<file path="src/rtl/dbf_pkg.sv">
package dbf_pkg;
    typedef enum logic [1:0] {
        ST_OFF    = 2'd0,
        ST_WAIT_A = 2'd1,
        ST_WAIT_B = 2'd2
    } ctrl_state_e;

    localparam int NUM_SLOTS = 2;
endpackage

</file>
<file path="src/rtl/dbf_match.sv">
module dbf_match #(
    parameter int ID_W = 11
) (
    input  logic [ID_W-1:0] frame_id,
    input  logic [ID_W-1:0] ref_id,
    input  logic [ID_W-1:0] ref_mask,
    output logic            hit
);
    logic [ID_W-1:0] diff;

    always_comb begin
        diff = (frame_id ^ ref_id) & ref_mask;
        hit  = (diff == '0);
    end
endmodule

</file>
<file path="src/rtl/dbf_ctrl.sv">
module dbf_ctrl
    import dbf_pkg::*;
(
    input  logic clk,
    input  logic rst_n,
    input  logic mode_en,
    input  logic frm_valid,
    input  logic hit,
    output logic act,
    output logic store_a,
    output logic store_b
);
    ctrl_state_e state_q, state_d;

    always_ff @(posedge clk or negedge rst_n) begin
        if (!rst_n) state_q <= ST_OFF;
        else        state_q <= state_d;
    end

    always_comb begin
        state_d = state_q;
        unique case (state_q)
            ST_OFF:    if (mode_en) state_d = ST_WAIT_A;
            ST_WAIT_A: if (!mode_en) state_d = ST_OFF;
                       else if (frm_valid && hit) state_d = ST_WAIT_B;
            ST_WAIT_B: if (!mode_en) state_d = ST_OFF;
                       else if (frm_valid && hit) state_d = ST_WAIT_A;
            default:   state_d = ST_OFF;
        endcase
    end

    always_comb begin
        act     = 1'b0;
        store_a = 1'b0;
        store_b = 1'b0;
        unique case (state_q)
            ST_OFF: ;
            ST_WAIT_A: store_a = mode_en && frm_valid && hit;
            ST_WAIT_B: begin
                act     = 1'b1;
                store_b = mode_en && frm_valid && hit;
            end
            default: ;
        endcase
    end

    // an accepted frame moves the pointer to the other slot
    assert_toggle_R3: assert property (@(posedge clk) disable iff (!rst_n)
        (state_q != ST_OFF && mode_en && frm_valid && hit) |=> (act != $past(act)));

    // a rejected frame leaves the pointer where it was
    assert_hold_R4: assert property (@(posedge clk) disable iff (!rst_n)
        (state_q != ST_OFF && mode_en && frm_valid && !hit) |=> $stable(state_q));

    // enabling always starts at slot A
    assert_start_a_R9: assert property (@(posedge clk) disable iff (!rst_n)
        (state_q == ST_OFF && mode_en) |=> (state_q == ST_WAIT_A));

    // disabled mode reports slot A
    assert_off_R9: assert property (@(posedge clk) disable iff (!rst_n)
        !mode_en |=> (state_q == ST_OFF && !act));
endmodule

</file>
<file path="src/rtl/dbf_slot.sv">
module dbf_slot #(
    parameter int ID_W   = 11,
    parameter int DLC_W  = 4,
    parameter int DATA_W = 64
) (
    input  logic              clk,
    input  logic              rst_n,
    input  logic              cfg_we,
    input  logic [ID_W-1:0]   cfg_id,
    input  logic [ID_W-1:0]   cfg_mask,
    input  logic              wr,
    input  logic [ID_W-1:0]   wr_id,
    input  logic              wr_rtr,
    input  logic [DLC_W-1:0]  wr_dlc,
    input  logic [DATA_W-1:0] wr_data,
    input  logic              ack,
    output logic [ID_W-1:0]   flt_id,
    output logic [ID_W-1:0]   flt_mask,
    output logic [ID_W-1:0]   st_id,
    output logic              st_rtr,
    output logic [DLC_W-1:0]  st_dlc,
    output logic [DATA_W-1:0] st_data,
    output logic              full,
    output logic              ovr
);
    always_ff @(posedge clk or negedge rst_n) begin
        if (!rst_n) begin
            flt_id   <= '0;
            flt_mask <= '0;
        end else if (cfg_we) begin
            flt_id   <= cfg_id;
            flt_mask <= cfg_mask;
        end
    end

    always_ff @(posedge clk or negedge rst_n) begin
        if (!rst_n) begin
            st_id   <= '0;
            st_rtr  <= 1'b0;
            st_dlc  <= '0;
            st_data <= '0;
        end else if (wr) begin
            st_id   <= wr_id;
            st_rtr  <= wr_rtr;
            st_dlc  <= wr_dlc;
            st_data <= wr_data;
        end
    end

    always_ff @(posedge clk or negedge rst_n) begin
        if (!rst_n) begin
            full <= 1'b0;
            ovr  <= 1'b0;
        end else begin
            if (wr)       full <= 1'b1;
            else if (ack) full <= 1'b0;
            if (ack)             ovr <= 1'b0;
            else if (wr && full) ovr <= 1'b1;
        end
    end

    // a store leaves the slot full
    assert_full_set_R6: assert property (@(posedge clk) disable iff (!rst_n)
        wr |=> full);

    // a store into a full, unacknowledged slot flags overrun
    assert_overrun_R7: assert property (@(posedge clk) disable iff (!rst_n)
        (wr && full && !ack) |=> ovr);

    // acknowledge together with a store keeps full, clears overrun
    assert_ack_store_R8: assert property (@(posedge clk) disable iff (!rst_n)
        (wr && ack) |=> (full && !ovr));

    // acknowledge alone empties the slot
    assert_ack_clear_R6: assert property (@(posedge clk) disable iff (!rst_n)
        (ack && !wr) |=> (!full && !ovr));
endmodule

</file>
<file path="src/rtl/dualbuf_accept_filter.sv">
module dualbuf_accept_filter
    import dbf_pkg::*;
#(
    parameter int ID_W   = 11,
    parameter int DLC_W  = 4,
    parameter int DATA_W = 64
) (
    input  logic              clk,
    input  logic              rst_n,
    input  logic              mode_en,
    input  logic              cfg_we,
    input  logic              cfg_sel,
    input  logic [ID_W-1:0]   cfg_id,
    input  logic [ID_W-1:0]   cfg_mask,
    input  logic              frm_valid,
    input  logic [ID_W-1:0]   frm_id,
    input  logic              frm_rtr,
    input  logic [DLC_W-1:0]  frm_dlc,
    input  logic [DATA_W-1:0] frm_data,
    input  logic              rd_sel,
    input  logic              rd_ack,
    output logic [ID_W-1:0]   rd_id,
    output logic              rd_rtr,
    output logic [DLC_W-1:0]  rd_dlc,
    output logic [DATA_W-1:0] rd_data,
    output logic [1:0]        slot_full,
    output logic [1:0]        slot_ovr,
    output logic              act_slot
);
    logic [ID_W-1:0]   flt_id   [NUM_SLOTS];
    logic [ID_W-1:0]   flt_mask [NUM_SLOTS];
    logic [ID_W-1:0]   st_id    [NUM_SLOTS];
    logic              st_rtr   [NUM_SLOTS];
    logic [DLC_W-1:0]  st_dlc   [NUM_SLOTS];
    logic [DATA_W-1:0] st_data  [NUM_SLOTS];
    logic [NUM_SLOTS-1:0] wr_vec;
    logic act, hit, store_a, store_b;

    dbf_ctrl u_ctrl (
        .clk      (clk),
        .rst_n    (rst_n),
        .mode_en  (mode_en),
        .frm_valid(frm_valid),
        .hit      (hit),
        .act      (act),
        .store_a  (store_a),
        .store_b  (store_b)
    );

    dbf_match #(.ID_W(ID_W)) u_match (
        .frame_id(frm_id),
        .ref_id  (flt_id[act]),
        .ref_mask(flt_mask[act]),
        .hit     (hit)
    );

    assign wr_vec = {store_b, store_a};

    for (genvar s = 0; s < NUM_SLOTS; s++) begin : g_slot
        dbf_slot #(.ID_W(ID_W), .DLC_W(DLC_W), .DATA_W(DATA_W)) u_slot (
            .clk     (clk),
            .rst_n   (rst_n),
            .cfg_we  (cfg_we && (cfg_sel == s[0])),
            .cfg_id  (cfg_id),
            .cfg_mask(cfg_mask),
            .wr      (wr_vec[s]),
            .wr_id   (frm_id),
            .wr_rtr  (frm_rtr),
            .wr_dlc  (frm_dlc),
            .wr_data (frm_data),
            .ack     (rd_ack && (rd_sel == s[0])),
            .flt_id  (flt_id[s]),
            .flt_mask(flt_mask[s]),
            .st_id   (st_id[s]),
            .st_rtr  (st_rtr[s]),
            .st_dlc  (st_dlc[s]),
            .st_data (st_data[s]),
            .full    (slot_full[s]),
            .ovr     (slot_ovr[s])
        );
    end

    assign rd_id    = st_id[rd_sel];
    assign rd_rtr   = st_rtr[rd_sel];
    assign rd_dlc   = st_dlc[rd_sel];
    assign rd_data  = st_data[rd_sel];
    assign act_slot = act;

    // at most one slot is written per cycle, and only the active one
    assert_single_store_R3: assert property (@(posedge clk) disable iff (!rst_n)
        $onehot0(wr_vec) && (wr_vec[1] -> act) && (wr_vec[0] -> !act));

    // a stored frame agrees with the active filter on every masked bit
    assert_match_R2: assert property (@(posedge clk) disable iff (!rst_n)
        (|wr_vec) |-> (((frm_id ^ flt_id[act]) & flt_mask[act]) == '0));
endmodule

</file>
<file path="config.mk">
export PLATFORM = sky130hd
export DESIGN_NAME = dualbuf_accept_filter
export DESIGN_NICKNAME = d
export VERILOG_FILES = /design/src/rtl/dbf_pkg.sv /design/src/rtl/dbf_match.sv /design/src/rtl/dbf_ctrl.sv /design/src/rtl/dbf_slot.sv /design/src/rtl/dualbuf_accept_filter.sv
export SDC_FILE = /design/constraint.sdc
export NUM_CORES = 1
export LEC_CHECK = 0
export BUFFER_PORTS_ARGS = -buffer_cell sky130_fd_sc_hd__buf_2
export CAP_MARGIN = 20
export CORE_ASPECT_RATIO = 1.25
export CORE_MARGIN = 2
export CORE_UTILIZATION = 40
export CTS_BUF_LIST = sky130_fd_sc_hd__clkbuf_4 sky130_fd_sc_hd__clkbuf_8
export DETAILED_ROUTE_END_ITERATION = 10
export PLACE_DENSITY_LB_ADDON = 0.1
export SLEW_MARGIN = 20
export SYNTH_ARGS = -nofsm -noshare
export SYNTH_HDL_FRONTEND = slang
export SYNTH_SLANG_ARGS = --single-unit
</file>
<file path="constraint.sdc">
create_clock -name clk -period 2.52 [get_ports clk]
set_input_delay 0.378 -clock clk [delete_from_list [all_inputs] [get_ports clk]]
set_output_delay 0.378 -clock clk [all_outputs]
set_load 0.01 [all_outputs]
</file>
==> results by stage <==
Clock tree:
- TritonCTS built the clock tree.
- The longest clock path from root to sink contains 3 buffers.
- The later-pin clock latency in the skew report is between 0.5 and 0.6 ns.
- The clock tree synthesis step divided the H-tree into 2 levels.
- The TritonCTS buffer count is 38.
- Clock-pin slew was measured on the worst setup and hold paths at 0.06 ns.
- Counting every sink on the clock net gives 210.
- The number of gates given a new drive strength after cts is 0.
- The cell sitting at the root of the clock tree is a clkbuf_8.

Worst hold path:
- The tightest min-delay check is of the input port to flip-flop type.

Synth:
- After synthesis, the largest family of logic cells by area is multiplexers.
- In the synthesized netlist the dominant register cell turns out to be dfrtp_1.
- Of the total synthesized cell area, the portion taken by XOR and XNOR cells is 0.0196.
- The fraction of synthesized cell area taken by the top area cell type is 0.559.
- The mean instance size in the synthesized netlist is 15.9 um2.
- Counting flops and latches in the post-synthesis netlist gives between 200 and 250.
- The synthesized netlist contains 23 unique library cells.
- The post-synthesis net count is 700.
- The proportion of synthesized area in mux cells is 0.370.
- The sequential-to-total area share from yosys stat is 0.559.
- After synthesis, the share of flip-flops with an asynchronous set or reset is 1.00.
- Of the total synthesized cell area, the portion taken by AND, OR, NAND and NOR gates is 0.0113.
- The adder-cell share of the synthesized area is 0.
- The mapped netlist covers ~9400 um2.
- By area the synthesized netlist is led by dfrtp_1 (56%), mux2_2 (17%), mux2_4 (11%), mux2_1 (9.3%), xor2_1 (2.0%).
- The cell count after synthesis came out at 590.
- The number of synthesized flops with an enable pin is 0.
- The share of the synthesized area in compound gates (AO/OA/AOI/OAI) is 0.0112.
- The Yosys step of the flow raised 0 warnings.
- The cell type with the largest total area after synthesis is dfrtp_1.

Detailed routing:
- The vias after detailed routing is 5577.
- Signal routing reaches up to met5.
- The number of iterations in the first detailed-routing pass is 4.
- For this block, the initial DRC count from the detailed router was 148.
- The met1 layer wirelength in the final routing is 8630 um.
- In the final routed layout, each cell accounts on average for 18.4 um.
- The remaining routing DRC violations is 0.
- The total length of routed met2 wires is 10000 um.
- The detail route stage leaves a number of antenna-violating nets equal to 0.
- After detailed routing, the number of vias per cell comes to 5.01.
- In the detailed route, the total length drawn on met3 is 1330 um.
- After detailed routing, the total wire length is 20500 um.

Place:
- At the end of routability-driven placement, the weighted congestion stood at 0.778.
- OpenSTA, run right after detailed placement, puts the worst setup slack at -0.00700 ns.
- Input and output buffers added on the ports amount to 194.
- The post-DP HPWL is 13600 um.

Timing:
- Counting I/O delays and the setup requirement, the final critical path takes 2.43 ns.
- Of the available clock period, the critical path in the final layout requires 0.963.
- The worst slew margin relative to its limit is 0.525.
- The worst-case setup margin in the final layout is between 0.09 and 0.1 ns.
- The transition time of the tightest slew-check pin is about 0.71 ns.
- The number of hold violations in the final report is 0.
- The final clock skew is 0.0225 ns.
- Setup repair after global routing left no endpoint under its margin.
- The highest clock rate is 412 MHz.
- The final count of pins violating max slew is 0.
- The worst hold slack is 0.0918 ns.
- Setup violations remaining at the end of the flow were counted as 0.

Floorplanning:
- During I/O placement, the number of pins put on the boundary was 195.
- The x dimension of the die is 141 um.
- The floorplan step set the die height to between 150 and 200 um.
- The cell row count is 62.
- The floorplan step defined a die boundary enclosing 24800 um2.
- The total core area is 23000 um2.
- For this configuration, the core starts out at a cell density of 0.408.

Global routing:
- The number of antenna violations at the first check in global routing is 2.
- The via count of the first global-routing pass came to 6294.
- The maximum number of pins on one net before global-route repair is 84.
- The overall routing resource usage is 0.169.
- The first global-routing pass estimated 33500 um of wire.
- The aggregate global routing overflow is 0.

Final layout:
- Fill cells in the final layout number 2023.
- The number of nets at the end of the flow is 911.
- The relative area change from synthesis to final layout is 21.7%.
- In the final layout, the share of cells above drive strength 1 is 0.579.

Worst setup path:
- The required time at the endpoint of the critical path is 2.90 ns.
- The critical-path maximum fanout is 83.
- The kind of critical path is flip-flop to flip-flop.
- STA classifies the critical path endpoint as a flip-flop.
- The signal on the critical path passes through xor2_1 -> a222oi_1 -> nand3_1 -> o22ai_2 -> nand4_1 -> buf_12 -> mux2_4.
- The arrival time at the worst endpoint is 2.81 ns.
- On the worst path, the slowest cell contributes a delay of 0.41 ns.
- The worst setup path is launched from a flip-flop.
- On the critical path, the stage with the largest delay is an instance of mux2_4.

Pwr:
- The static power due to leakage is slightly above 6 nW.
- The maximum ir drop on the vdd rail is 0.452 mV.
- Power spread over the standard cell area amounts to 856 nW/um2.

Run:
- The number of max-cap violations is 0.

Outcome:
- The run finished with clean final reports.
-- synthesized netlist by cell type, types with 2 or more instances --
cell type	count
dfrtp_1	210
mux2_2	140
mux2_1	78
mux2_4	67
xor2_1	21
buf_6	15
nand2_1	12
clkbuf_1	11
a22oi_1	6
buf_4	5
nor2b_1	4
buf_2	3
nand4_1	3
o21ai_0	3
a222oi_1	2
buf_1	2
mux2i_1	2
-- cells by family (layout without fill, tap and decap cells) --
logic type,count (synthesis),count (layout)
buf+inv,36,271
xor+xnor,21,21
mux,287,287
simple gates,22,22
flops,210,210
other cells,0,1
compound gates,14,14
-- final timing paths --
kind	endpoint	from	slack, ns	cells past startpoint
worst max register to register	g_slot[0].u_slot.st_data[21]$_DFFE_PN0P_	g_slot[0].u_slot.flt_id[8]$_DFFE_PN0P_	0.09	7
worst min-delay path	g_slot[1].u_slot.st_data[5]$_DFFE_PN0P_	frm_data[5]	0.09	2
min in group asynchronous	g_slot[0].u_slot.st_data[46]$_DFFE_PN0P_	rst_n	0.46	2
worst max-delay path	g_slot[0].u_slot.st_data[21]$_DFFE_PN0P_	g_slot[0].u_slot.flt_id[8]$_DFFE_PN0P_	0.09	7
worst min register to register	g_slot[1].u_slot.st_data[59]$_DFFE_PN0P_	g_slot[1].u_slot.st_data[59]$_DFFE_PN0P_	0.48	1
max in group asynchronous	g_slot[1].u_slot.st_data[30]$_DFFE_PN0P_	rst_n	1.26	3
-- layer usage --
| metal | vias up | track usage |
|---|---|---|
| li1 | 2528 | - |
| met1 | 2846 | 0.215 |
| met2 | 160 | 0.280 |
| met3 | 39 | 0.0466 |
| met4 | 4 | 0.0579 |
| met5 | - | 0 |
-- worst max-delay path: cells and delay by family (launching register included) --
kind,cells,cell delay (ns)
AOI/OAI and AO/OA,2,0.55
muxes,1,0.41
DFF,1,0.39
and+or+nand+nor,2,0.35
buffers and inverters,1,0.27
xor gates and xnor gates,1,0.18
-- state kept, by name (all words and copies together), names as in the netlist --
| signal | cells |
|---|---|
| g_slot.u_slot.st_rtr | 2 |
| g_slot.u_slot.st_id | 22 |
| g_slot.u_slot.ovr | 2 |
| g_slot.u_slot.flt_mask | 22 |
| g_slot.u_slot.st_data | 128 |
| g_slot.u_slot.st_dlc | 8 |
| g_slot.u_slot.full | 2 |
| g_slot.u_slot.flt_id | 22 |
| u_ctrl.state_q | 2 |
-- power by group --
part | switching (mW) | total [mW] | internal, mW | leakage (nW)
Combinational | 0.790 | 2.11 | 1.32 | 3.02
Clock | 1.33 | 3.28 | 1.95 | 0.425
Sequential | 0.360 | 4.41 | 4.05 | 2.77
Total | 2.48 | 9.80 | 7.32 | 6.22
-- cell type report --
class	instances	area, um2	share of cell area
Clock buffer	62	785	0.0685
Timing Repair Buffer	207	1160	0.101
Tap cell	288	360	0.0315
Antenna cell	1	2.50	0.000219
Sequential cell	210	5260	0.459
Clock inverter	2	10.0	0.000875
Multi-Input combinational cell	344	3880	0.339
-- placed cells by master, fill, tap and decap left out, types with 4 or more instances in the layout --
cell      Yosys  final
dfrtp_1     210    210
mux2_4       67     67
buf_12        0      6
a22oi_1       6      6
nor2b_1       4      4
buf_4         5      7
xor2_1       21     21
mux2_2      140    140
clkbuf_8      0     52
buf_2         3    192
nand2_1      12     12
mux2_1       78     78
clkbuf_4      0     11
-- per-stage QoR --
step	total power, mW	TNS (ns)	util	instance area [um2]	instances
after global placement	6.51	0	0.461	10600	1047
after floorplan	5.82	0	-	9400	590
after detailed placement	6.60	-0.00766	0.461	10600	1047
after global routing	10.4	0	0.497	11400	1113
final	9.80	0	0.497	11400	1114
after CTS	9.97	0	0.496	11400	1112
-- what timing repair did --
action / in CTS / in global routing
setup buffers: 0 / 1
hold buffers: 1 / 0
endpoints found under the setup margin: 0 / 43
endpoints found under the hold margin: 64 / 0
Note: power is estimated with default switching activity, not from simulation.
